File: config.mk
export PLATFORM = sky130hd
export DESIGN_NAME = pbp_port
export DESIGN_NICKNAME = d
export VERILOG_FILES = /design/src/rtl/pbp_pkg.sv /design/src/rtl/pbp_lat.sv /design/src/rtl/pbp_cfg.sv /design/src/rtl/pbp_match.sv /design/src/rtl/pbp_port.sv
export SDC_FILE = /design/constraint.sdc
export NUM_CORES = 1
export LEC_CHECK = 0
export ABC_AREA = 1
export BUFFER_PORTS_ARGS = -buffer_cell sky130_fd_sc_hd__buf_2
export CAP_MARGIN = 25
export CORE_ASPECT_RATIO = 0.75
export CORE_UTILIZATION = 30
export CTS_CLUSTER_DIAMETER = 40
export DETAILED_ROUTE_END_ITERATION = 12
export PLACE_DENSITY = 0.6
export SKIP_LAST_GASP = 1
export SLEW_MARGIN = 20
export SYNTH_ARGS = -nofsm -noshare
export SYNTH_HDL_FRONTEND = slang
export SYNTH_HIERARCHICAL = 1
export SYNTH_SLANG_ARGS = --single-unit
File: constraint.sdc
create_clock -name clk -period 1.2 [get_ports clk]
set_input_delay 0.24 -clock clk [delete_from_list [all_inputs] [get_ports clk]]
set_output_delay 0.24 -clock clk [all_outputs]
set_load 0.02 [all_outputs]
File: src/rtl/pbp_pkg.sv
package pbp_pkg;
   typedef enum logic [1:0] {
      FN_ALL  = 2'd0,
      FN_ANY  = 2'd1,
      FN_NALL = 2'd2,
      FN_NANY = 2'd3
   } pbp_fn_e;
endpackage

File: src/rtl/pbp_lat.sv
module pbp_lat #(
   parameter int W = 8
) (
   input  logic         clk,
   input  logic         rst_n,
   input  logic         dir_we,
   input  logic         dat_we,
   input  logic [W-1:0] wdata,
   input  logic [W-1:0] pin_in,
   output logic [W-1:0] dir_q,
   output logic [W-1:0] lat_q,
   output logic [W-1:0] lines
);
   for (genvar i = 0; i < W; i++) begin : g_bit
      always_ff @(posedge clk or negedge rst_n) begin
         if (!rst_n) begin
            dir_q[i] <= 1'b0;
            lat_q[i] <= 1'b0;
         end else begin
            if (dir_we) dir_q[i] <= wdata[i];
            if (dat_we && dir_q[i]) lat_q[i] <= wdata[i];
         end
      end
      assign lines[i] = dir_q[i] ? lat_q[i] : pin_in[i];
   end
endmodule

File: src/rtl/pbp_cfg.sv
module pbp_cfg
   import pbp_pkg::*;
#(
   parameter int W = 8
) (
   input  logic         clk,
   input  logic         rst_n,
   input  logic         mask_we,
   input  logic         func_we,
   input  logic         ien_we,
   input  logic [W-1:0] wdata,
   output logic [W-1:0] mask_q,
   output pbp_fn_e      fn_q,
   output logic         ien_q
);
   always_ff @(posedge clk or negedge rst_n) begin
      if (!rst_n) begin
         mask_q <= '0;
         fn_q   <= FN_ALL;
         ien_q  <= 1'b0;
      end else begin
         if (mask_we) mask_q <= wdata;
         if (func_we) fn_q   <= pbp_fn_e'(wdata[1:0]);
         if (ien_we)  ien_q  <= wdata[0];
      end
   end
endmodule

File: src/rtl/pbp_match.sv
module pbp_match
   import pbp_pkg::*;
#(
   parameter int W       = 8,
   parameter bit IRQ_REG = 1'b0
) (
   input  logic         clk,
   input  logic         rst_n,
   input  logic [W-1:0] lines,
   input  logic [W-1:0] mask_q,
   input  pbp_fn_e      fn_q,
   input  logic         ien_q,
   output logic         irq_n
);
   logic all_hi;
   logic any_hi;
   logic illegal;
   logic hit;
   logic fire;

   assign all_hi  = &(lines | mask_q);
   assign any_hi  = |(lines & ~mask_q);
   assign illegal = &mask_q;

   always_comb begin
      unique case (fn_q)
         FN_ALL:  hit = all_hi;
         FN_ANY:  hit = any_hi;
         FN_NALL: hit = ~all_hi;
         FN_NANY: hit = ~any_hi;
         default: hit = 1'b0;
      endcase
   end

   assign fire = ien_q & hit & ~illegal;

   if (IRQ_REG) begin : g_reg
      always_ff @(posedge clk or negedge rst_n) begin
         if (!rst_n) irq_n <= 1'b1;
         else        irq_n <= ~fire;
      end
   end else begin : g_comb
      assign irq_n = ~fire;
   end
endmodule

File: src/rtl/pbp_port.sv
module pbp_port
   import pbp_pkg::*;
#(
   parameter int W       = 8,
   parameter bit IRQ_REG = 1'b0
) (
   input  logic         clk,
   input  logic         rst_n,
   input  logic         dir_we,
   input  logic         mask_we,
   input  logic         func_we,
   input  logic         ien_we,
   input  logic         dat_we,
   input  logic [W-1:0] wdata,
   output logic [W-1:0] rd_data,
   input  logic [W-1:0] pin_in,
   output logic [W-1:0] pin_out,
   output logic [W-1:0] pin_oe,
   output logic         irq_n
);
   if (W < 2) begin : g_bad_w
      $error("pbp_port: W must be at least 2");
   end

   logic [W-1:0] dir_q;
   logic [W-1:0] lat_q;
   logic [W-1:0] lines;
   logic [W-1:0] mask_q;
   pbp_fn_e      fn_q;
   logic         ien_q;

   pbp_lat #(.W(W)) u_lat (
      .clk    (clk),
      .rst_n  (rst_n),
      .dir_we (dir_we),
      .dat_we (dat_we),
      .wdata  (wdata),
      .pin_in (pin_in),
      .dir_q  (dir_q),
      .lat_q  (lat_q),
      .lines  (lines)
   );

   pbp_cfg #(.W(W)) u_cfg (
      .clk     (clk),
      .rst_n   (rst_n),
      .mask_we (mask_we),
      .func_we (func_we),
      .ien_we  (ien_we),
      .wdata   (wdata),
      .mask_q  (mask_q),
      .fn_q    (fn_q),
      .ien_q   (ien_q)
   );

   pbp_match #(.W(W), .IRQ_REG(IRQ_REG)) u_match (
      .clk    (clk),
      .rst_n  (rst_n),
      .lines  (lines),
      .mask_q (mask_q),
      .fn_q   (fn_q),
      .ien_q  (ien_q),
      .irq_n  (irq_n)
   );

   assign rd_data = lines;
   assign pin_out = lat_q;
   assign pin_oe  = dir_q;
endmodule

==> run_results.csv <==
group,metric,value,unit
synth,ys_ff_latch,27,
synth,ys_types,13,
timing,max_slew_margin,73.5,%
clock_tree,clock-sinks,27,
setup_path,worstSetupEndpointType,"primary output",
setup_path,timing.rr.start,"u_lat/dir_q[7]",
grt,grt_pass1_vias,1321,
setup_path,cpPeakStageDelay,430,ps
setup_path,worstPathRequired,960,ps
timing,tightest_slew,397,ps
job,cap_violations,0,
setup_path,rr_worst_depth,4,
clock_tree,cts_root_buffer,"clkbuf_8",
place,portBuffers,47,
setup_path,crit_end,"irq_n",
grt,grt_pass1_wl,5920,um
synth,yosysWarnings,6,
grt,top_usage_layer,"met2",
timing,tns,-2040,ps
setup_path,r2r_end,"u_lat/dir_q[7]",
clock_tree,cts_buffers,3,
setup_path,critical_path_class,"reg -> out",
finish,design_area,0.00237,sq mm
power,ir_drop,628,uV
setup_path,startpoint_type,"register",
status,violations,"negative setup slack",
power,leakage,1.32,nW
synth,synth-seq-area-share,47.5,%
worst_hold_path,min_path_type,"in -> reg",
finish,layout_commonest_cell,"nand2_1",
place,post_dp_cell_area,0.00198,sq mm
synth,synthCells,200,
detailed_routing,drt-initial-drc-count,38,
grt,grt_start_max_net_pins,17,
grt,antenna_found_initial,0,
power,power_density,1180,mW/mm^2
timing,max_freq,0.551,GHz
timing,fin_crit,1810,ps
floorplan,dieArea,0.00502,sq mm
floorplan,initial_core_util,31.6,%
floorplan,die_x,81.5,um
finish,num_antenna_cells,0,
timing,skew,0.275,ps
finish,nFillCells,414,
grt,grt_use_total,16.0,%
clock_tree,htreeDepth,1,
finish,layout_common_cells,"nand2_1, buf_4, buf_6",
finish,final_nets,320,
floorplan,fp.dieH,61.6,um
detailed_routing,via_per_inst,4.26,
detailed_routing,drc,0,
synth,synthesis.nets,223,
grt,grtUsageMet3,3.26,%
timing,setup_viol,13,
timing,post-route-period-util,151,%
detailed_routing,first_pass_iters,4,
floorplan,row_count,21,
finish,drive_gt1_share,49.3,%
place,dp_hpwl,2640,um
synth,syn_area,0.00142,sq mm
place,gp_congestion,0.761,
setup_path,crit_fanout,3,
grt,met1_usage,21.8,%
detailed_routing,wl_per_cell,10.7,um
setup_path,worstPathArrival,1570,ps
power,power.total,2.79,mW
grt,gr-usage-met2,27.1,%
setup_path,crit_top_cell,"nand2_2",
timing,rsz0062_at_grt,"yes",
timing,final_hold_viol_count,0,
floorplan,boundaryPins,48,
finish,final_util,52.8,%
detailed_routing,vias,1503,
setup_path,crit_slowest_cell,"dfrtp_2",
clock_tree,cts.clk_slew.worst_paths,90,ps
detailed_routing,drt-total-wl,3790,um
floorplan,coreArea,0.00449,sq mm
setup_path,path_cells,"inv_2, nand2_2, nand2_2, inv_2, nand2_2, nand2_1, nor2_1, nand3_1, nand3_1, nand3_2, buf_6",
synth,synth_area_per_cell,7.11,sq um
finish,area_growth_syn_to_layout,67.0,%
timing,timing.final.ws_setup,-615,ps
place,post-place-ws,-343,ps
clock_tree,clock_latency,270,ps
grt,grt.overflow.total,0,
timing,slew_violations,0,
status,status,"complete, but fails checks",
setup_path,cp-startpoint,"u_lat/dir_q[1]",
clock_tree,tritoncts,"yes",
setup_path,worst-r2r-setup-slack,210,ps
clock_tree,clock_path_buffers,2,
detailed_routing,ant_nets,0,
-- area by class of cell --
type | count | area (sq um) | share of cell area [%]
multi-input cells | 143 | 664 | 28.0
flip-flops and latches | 27 | 686 | 28.9
repair buffers | 96 | 810 | 34.1
inverters | 26 | 97.6 | 4.11
well taps | 57 | 71.3 | 3.00
clock buffers | 4 | 45.0 | 1.90
-- metal layers --
metal	share of wire (%)	routed length, um
met1	50	1910
met3	4.2	159
met4	0.34	13
met2	45	1700
met5	0	0
-- timing repair --
| action | CTS | global route |
|---|---|---|
| hold buffers | 1 | 0 |
| setup endpoints to repair | 14 | 24 |
| pin swaps | 11 | 12 |
| gates resized for setup | 39 | 44 |
| endpoints found under the hold margin | 11 | 0 |
| gates cloned | 0 | 0 |
| buffers inserted | 7 | 10 |
-- worst min path at each step --
stage                          end    from  slack [ps]  cells past startpoint
global placement    u_lat/lat_q[5]   rst_n         150                      1
global route           u_cfg/ien_q  ien_we         200                      3
floorplan            u_cfg/fn_q[0]   rst_n         -60                      0
detailed placement  u_lat/lat_q[5]   rst_n         140                      1
finish                 u_cfg/ien_q  ien_we         180                      3
CTS                    u_cfg/ien_q  ien_we         180                      3
-- where the power goes --
group | total, mW | switching [mW] | internal, mW | leakage [nW]
logic | 1.18 | 0.562 | 0.615 | 0.980
registers | 1.10 | 0.0809 | 1.02 | 0.321
clock network | 0.516 | 0.279 | 0.238 | 0.0228
total | 2.79 | 0.921 | 1.87 | 1.32
-- stage by stage --
step           hold slack (ps)  std cells
2_1_floorplan            -55.6        200
4_1_cts                    183        346
3_3_place_gp               147        335
6_report                   183        353
5_1_grt                    197        353
3_5_place_dp               144        335
-- registers in the layout (all words and copies together) (netlist names) --
name and cells:
u_cfg/mask_q 8, u_lat/dir_q 8, u_lat/lat_q 8, u_cfg/fn_q 2, u_cfg/ien_q 1
-- cells in the mapped netlist --
cell     count  area [sq um]
inv_2        1          3.75
nor2_1       7          26.3
nand2_1    112           420
buf_12       1          20.0
o21ai_0      8          40.0
o21a_1       1          7.51
nand4_1      2          12.5
nand3_2      4          40.0
nand3_1      7          35.0
dfrtp_1     27           676
inv_1       25          93.8
nand2_2      2          12.5
buf_6        3          33.8
-- kinds of logic after synthesis --
group / synth area share [%]
compound gates: 3.35
buf+inv: 10.7
flops: 47.5
simple gates: 38.5
-- critical path: cells and delay by family, from the launching register on --
family | cells | cell delay [ps]
buffers and inverters | 3 | 230
DFF | 1 | 430
and+or+nand+nor | 8 | 640
Note: power is estimated with default switching activity, not from simulation.
